<file path="config.mk">
export PLATFORM = sky130hd
export DESIGN_NAME = intx_ctl
export DESIGN_NICKNAME = d
export VERILOG_FILES = /design/src/rtl/intx_ctl_pkg.sv /design/src/rtl/intx_ctl_decode.sv /design/src/rtl/intx_ctl_regs.sv /design/src/rtl/intx_ctl.sv
export SDC_FILE = /design/constraint.sdc
export NUM_CORES = 1
export LEC_CHECK = 0
export ABC_CLOCK_PERIOD_IN_PS = 1000
export BUFFER_PORTS_ARGS = -buffer_cell sky130_fd_sc_hd__buf_2
export CORE_MARGIN = 1
export CORE_UTILIZATION = 35
export CTS_CLUSTER_SIZE = 14
export DETAILED_ROUTE_END_ITERATION = 6
export MAX_ROUTING_LAYER = met4
export PLACE_DENSITY = 0.82
export SLEW_MARGIN = 10
export SYNTH_ARGS = -nofsm -noshare
export SYNTH_HDL_FRONTEND = slang
export SYNTH_SLANG_ARGS = --single-unit
</file>
<file path="constraint.sdc">
create_clock -name clk -period 1 [get_ports clk]
set_clock_uncertainty 0.2 [all_clocks]
set_input_delay 0.25 -clock clk [delete_from_list [all_inputs] [get_ports clk]]
set_output_delay 0.25 -clock clk [all_outputs]
set_load 0.01 [all_outputs]
</file>
<file path="src/rtl/intx_ctl_pkg.sv">
package intx_ctl_pkg;
  localparam int WORD_W   = 32;
  localparam int LANES    = WORD_W / 8;
  localparam int NLINES   = 4;
  localparam int STS_LSB  = 28;
  localparam int ENA_LSB  = 22;
  // read/write storage: error enables 27:26 and 21:16, line enables 25:22
  localparam logic [WORD_W-1:0] RW_BITS = 32'h0FFF_0000;

  typedef struct packed {
    logic [LANES-1:0]  laneWe;
    logic [NLINES-1:0] stsClr;
    logic [WORD_W-1:0] data;
  } wrStb_t;
endpackage

</file>
<file path="src/rtl/intx_ctl_decode.sv">
module intx_ctl_decode
  import intx_ctl_pkg::*;
(
  input  logic              wrEn,
  input  logic [LANES-1:0]  wrStrb,
  input  logic [WORD_W-1:0] wrData,
  output wrStb_t            stb
);
  localparam int STS_LANE = STS_LSB / 8;

  always_comb begin
    stb.laneWe = wrEn ? wrStrb : '0;
    stb.data   = wrData;
    stb.stsClr = (wrEn && wrStrb[STS_LANE]) ? wrData[STS_LSB +: NLINES] : '0;
  end
endmodule

</file>
<file path="src/rtl/intx_ctl_regs.sv">
module intx_ctl_regs
  import intx_ctl_pkg::*;
(
  input  logic              clk,
  input  logic              rstN,
  input  wrStb_t            stb,
  input  logic [NLINES-1:0] intxLine,
  output logic [WORD_W-1:0] rdData,
  output logic              irqOut
);
  logic [WORD_W-1:0] rwReg;
  logic [NLINES-1:0] sts;
  logic [NLINES-1:0] ena;
  logic              irqQ;

  for (genvar b = 0; b < LANES; b++) begin : g_lane
    always_ff @(posedge clk or negedge rstN) begin
      if (!rstN)
        rwReg[8*b +: 8] <= '0;
      else if (stb.laneWe[b])
        rwReg[8*b +: 8] <= stb.data[8*b +: 8] & RW_BITS[8*b +: 8];
    end
  end

  assign ena = rwReg[ENA_LSB +: NLINES];

  for (genvar i = 0; i < NLINES; i++) begin : g_line
    always_ff @(posedge clk or negedge rstN) begin
      if (!rstN)
        sts[i] <= 1'b0;
      else if (intxLine[i])
        sts[i] <= 1'b1;
      else if (stb.stsClr[i])
        sts[i] <= 1'b0;
    end

    // a high line always leaves its flag set
    a_r4_set_wins: assert property (@(posedge clk) disable iff (!rstN)
      intxLine[i] |=> rdData[STS_LSB+i]);
    // a clear with the line idle drops the flag
    a_r3_w1c: assert property (@(posedge clk) disable iff (!rstN)
      (stb.stsClr[i] && !intxLine[i]) |=> !rdData[STS_LSB+i]);
  end

  always_ff @(posedge clk or negedge rstN) begin
    if (!rstN) irqQ <= 1'b0;
    else       irqQ <= |(sts & ena);
  end

  always_comb begin
    rdData = rwReg;
    rdData[STS_LSB +: NLINES] = sts;
  end
  assign irqOut = irqQ;

  // request follows an enabled pending line one cycle later
  a_r6_irq_low: assert property (@(posedge clk) disable iff (!rstN)
    ((rdData[STS_LSB +: NLINES] & rdData[ENA_LSB +: NLINES]) == '0) |=> !irqOut);
  a_r6_irq_high: assert property (@(posedge clk) disable iff (!rstN)
    ((rdData[STS_LSB +: NLINES] & rdData[ENA_LSB +: NLINES]) != '0) |=> irqOut);
  // enables keep their value without a write on their lanes
  a_r10_ena_hold: assert property (@(posedge clk) disable iff (!rstN)
    (stb.laneWe[3:2] == 2'b00) |=> $stable(rdData[ENA_LSB +: NLINES]));
  // a flag never rises while its line is idle
  a_r3_no_spurious: assert property (@(posedge clk) disable iff (!rstN)
    (intxLine == '0) |=> ((rdData[STS_LSB +: NLINES] & ~$past(rdData[STS_LSB +: NLINES])) == '0));
endmodule

</file>
<file path="src/rtl/intx_ctl.sv">
module intx_ctl
  import intx_ctl_pkg::*;
(
  input  logic        clk,
  input  logic        rstN,
  input  logic        wrEn,
  input  logic [3:0]  wrStrb,
  input  logic [31:0] wrData,
  input  logic [3:0]  intxLine,
  output logic [31:0] rdData,
  output logic        irqOut
);
  wrStb_t stb;

  intx_ctl_decode u_decode (
    .wrEn   (wrEn),
    .wrStrb (wrStrb),
    .wrData (wrData),
    .stb    (stb)
  );

  intx_ctl_regs u_regs (
    .clk      (clk),
    .rstN     (rstN),
    .stb      (stb),
    .intxLine (intxLine),
    .rdData   (rdData),
    .irqOut   (irqOut)
  );
endmodule

</file>
-- After elaboration in Yosys (flattened, before gate mapping)
Cells that the tools add are included.
- mux-type cells: 10
- bitwise logic cells: 1
- reductions and logical operators: 6
- operator list (cell ; count):
    1-bit 2-to-1 mux ; 8
    4-bit 2-to-1 mux ; 2
    2-bit nonzero test ; 4
    4-bit bitwise AND ; 1
    4-bit OR reduction ; 1
    1-bit logical AND ; 1
- flip-flop bits (word level): 17
- bits of input ports: 43
- logic and storage cells: 24

-- Logic depth before layout (Yosys ltp)
- depth after elaboration: 4
- depth in mapped cells: 2

-- Modules after synthesis
Synthesis repeated with hierarchy kept, for this count alone.
- cells, all modules: 98
- area total of the unflattened synthesis: 1084.8 um^2
- modules (own cells, without submodules) (module ; instances ; cells an instance ; area each (um^2) ; sequential area each (um^2)):
    intx_ctl_regs ; 1 ; 58 ; 789.5 ; 425.4
    intx_ctl_decode ; 1 ; 40 ; 295.3 ; 0.0

-- Least setup slack after synthesis
OpenSTA, ideal clock, no wires.
- path kind: input-to-reg
- start: input wrStrb[2]
- end: register u_regs.rwReg[16] (netlist: u_regs.rdData[16])
- arrival: 0.713 ns
- data required time: 0.675 ns
- slack: -0.038 ns
- stages on the path: 2
- buffers on the path: 0
- cells stage by stage: nand2_2 -> mux2_2
- word-level cells in the longest chain between the ends: 1
- RTL lines (what ; line ; source):
    start, declared ; intx_ctl.sv:7 ; input logic [3:0] wrStrb,
    4-bit 2-to-1 mux ; intx_ctl_decode.sv:12 ; stb.laneWe = wrEn ? wrStrb : '0;
    end signal, assigned by index ; intx_ctl_regs.sv:21 ; rwReg[8*b +: 8] <= stb.data[8*b +: 8] & RW_BITS[8*b +: 8];
    end, declared ; intx_ctl_regs.sv:11 ; logic [WORD_W-1:0] rwReg;
No other way between the ends.
A chain may end at the register's enable or synchronous reset.

-- Worst setup path after layout
- start: register u_regs.sts[3] (netlist: u_regs.rdData[31])
- end: output rdData[31]
- RTL lines (what ; line ; source):
    start, declared ; intx_ctl_regs.sv:12 ; logic [NLINES-1:0] sts;
    start signal, assigned by index ; intx_ctl_regs.sv:30 ; sts[i] <= 1'b0;
    start signal, assigned by index ; intx_ctl_regs.sv:32 ; sts[i] <= 1'b1;
    start signal, assigned by index ; intx_ctl_regs.sv:34 ; sts[i] <= 1'b0;
    end, declared ; intx_ctl.sv:10 ; output logic [31:0] rdData,
No word-level cell between the ends.

==> reports/results.tsv <==
metric	value	unit
clk sinks	17	
Starting Density	38.1	%
# hold bufs at CTS	1	
Total GRT Usage	14.2	%
Cell Count, Final, Fillers Out	140	
grt total ovfl	0	
failing checks	hold timing, setup timing	
first-pass GRT wire length	2.48	mm
die width	48.7	um
CTS H-tree lvls	1	
critical path depth in cells	1	
antenna violations before repair	0	
Root Driver	clkbuf_4	
Yosys reg bits	17	
WP data required	0.55	ns
final setup fails	22	
max-slew violation count	0	
top cells by area, synth	dfrtp_1 (56%), mux2_2 (18%), buf_4 (16%), a21o_1 (3.9%), nand3_1 (2.6%)	
dpl hpwl	1.17	mm
final worst slack	-0.278	ns
slowest stage cell, crit path	dfrtp_1	
flop-to-flop setup slack	-0.07	ns
status	finished with violations	
1st-pass router iterations	2	
commonest non-fill, non-tap cells in the layout	buf_2 (41), dfrtp_1 (17), conb_1 (16)	
layout cell share with drive strength beyond 1	60.2	%
Via-to-Cell Ratio	4.23	
Antenna Cells	0	
CP delay by family, top	flip-flops	
syn_area_per_cell	12.9	um2
CP Capture Type	output pin	
Reg clk slew, reported paths	0.09	ns
kind of critical path	reg -> out	
Min-Delay Startpoint	intxLine[1]	
Internal Power	1.16	mW
area grow syn2layout	42.6	%
Yosys top cell by area	dfrtp_1	
WHS Path Cells	2	
Logic pwr share	26.9	%
worst path arrival time	0.83	ns
placer's final routability congestion estimate	0.685	
f_max	0.783	GHz
Core Area	2000	um2
Yosys cell types	9	
max_cap viols	0	
most common cell after layout, fill and taps aside	buf_2	
drt wl/cell	10.9	um
Period minus WS final	1.28	ns
Num CTS Buffers	3	
vias in the first global route	588	
initial drt markers	3	
sequential fraction of the synthesis area	55.7	%
total number of vias	592	
Power Density	1470	nW/um2
slowest stage delay, CP	0.40	ns
Leak	0.563	nW
pin count of the biggest net entering global routing	18	
TritonCTS clock tree	done	
Synth Instances	59	
Worst-Skew Late Latency	0.28	ns
Clk pwr share	22.1	%
nets	157	
post-synthesis cell area	763	um2
Die Area	2370	um2
peak fanout along the critical path	3	
post-synth top area share	55.7	%
crit path cell chain	buf_2	
hold_ws	-0.0534	ns
Routed WL	1.52	mm
Hold WC Path Type	in -> reg	
Worst setup SP type	flop	
Reg power frac	51.0	%
Critical R2R Launch	u_regs.rdData[25]$_DFFE_PN0N_	
ANT nets after route	0	
CTS Buffer Depth	2	
Synthesis Warnings	0	
worst path buffer plus inverter count	1	
Hold Vio Cnt, Final	9	
reported net switching power	0.435	mW
Die Y	48.7	um
I/O Buffers	41	
path depth of the worst reg2reg path	2	
Critical R2R Capture	u_regs.rdData[25]$_DFFE_PN0N_	
Hold Crit Endpoint	u_regs.rdData[29]$_DFFE_PN0P_	
Peak VDD IR	1.06	mV
row cnt	16	
share of the clock period used by the worst path	128	%
IO Pins	76	
RSZ-0062 raised after global routing	true	
DRC	0	
Placed Instances	128	
Net Sw Frac	27.2	%
==> layer usage <==
layer  GRT usage (%)  vias up  share of wire [%]
li1                -      277                  -
met1            14.6      276                 41
met2            25.9       39                 51
met3            2.83        0                8.0
met4            5.88        0                  0
met5               -        -                  0
==> sequential cells by signal, summed over array words and instances, names as in the netlist <==
signal	cells
u_regs.irqOut	1
u_regs.rdData	16
==> synth_stat cells <==
cell type  number
dfrtp_1        17
buf_4          16
mux2_2         12
a21o_1          4
nand3_1         4
a22oi_1         2
nand2_1         2
conb_1          1
nand2_2         1
==> power by group through the flow <==
stage,logic [mW],clock network [mW],registers [mW]
floorplan,0.172,0,0.871
global placement,0.333,0,0.828
detailed placement,0.343,0,0.831
CTS,0.412,0.363,0.812
global route,0.469,0.388,0.829
finish,0.431,0.353,0.815
==> worst max-delay path by stage <==
| stage | from | endpoint | slack, ns |
|---|---|---|---|
| 2_1_floorplan | wrStrb[2] | u_regs.rdData[16]$_DFFE_PN0P_ | 0.01 |
| 3_3_place_gp | wrEn | u_regs.rdData[26]$_DFFE_PN0N_ | -0.17 |
| 3_5_place_dp | wrEn | u_regs.rdData[17]$_DFFE_PN0P_ | -0.19 |
| 4_1_cts | u_regs.rdData[31]$_DFFE_PN0P_ | rdData[31] | -0.28 |
| 5_1_grt | u_regs.rdData[31]$_DFFE_PN0P_ | rdData[31] | -0.32 |
| 6_report | u_regs.rdData[31]$_DFFE_PN0P_ | rdData[31] | -0.28 |
==> logic make-up (layout without fill, tap and decap cells) <==
family	after synthesis	after routing	synth area share, %
flip-flops	17	17	55.7
AND/OR/NAND/NOR	7	7	4.43
buffers and inverters	16	55	15.7
other	1	16	0.491
AO/OA/AOI/OAI	6	6	5.90
multiplexers	12	12	17.7
==> final cells by class <==
cell class                 instances  area (um2)
clock buffer                       4        26.3
timing repair buffer              51         305
fill                             185         913
multi-input combinational         41         298
tap                               27        33.8
sequential                        17         425
==> through the flow <==
step           setup slack [ns]  total power [mW]  setup TNS (ns)  util (%)  cell area (um2)
2_1_floorplan            0.0124              1.04               0         -              827
3_3_place_gp             -0.170              1.16           -2.28      48.0              961
3_5_place_dp             -0.189              1.17           -2.54      48.0              961
4_1_cts                  -0.285              1.59           -4.84      53.1             1060
5_1_grt                  -0.318              1.69           -5.55      54.4             1090
6_report                 -0.278              1.60           -4.73      54.4             1090
==> what timing repair did <==
item,4_1_cts,5_1_grt
resized for setup,3,7
pin swaps,2,2
hold endpoints to repair,28,12
cloned,0,0
setup buffers,7,1
endpoints found under the setup margin,18,24
(Power assumes the default switching activity.)
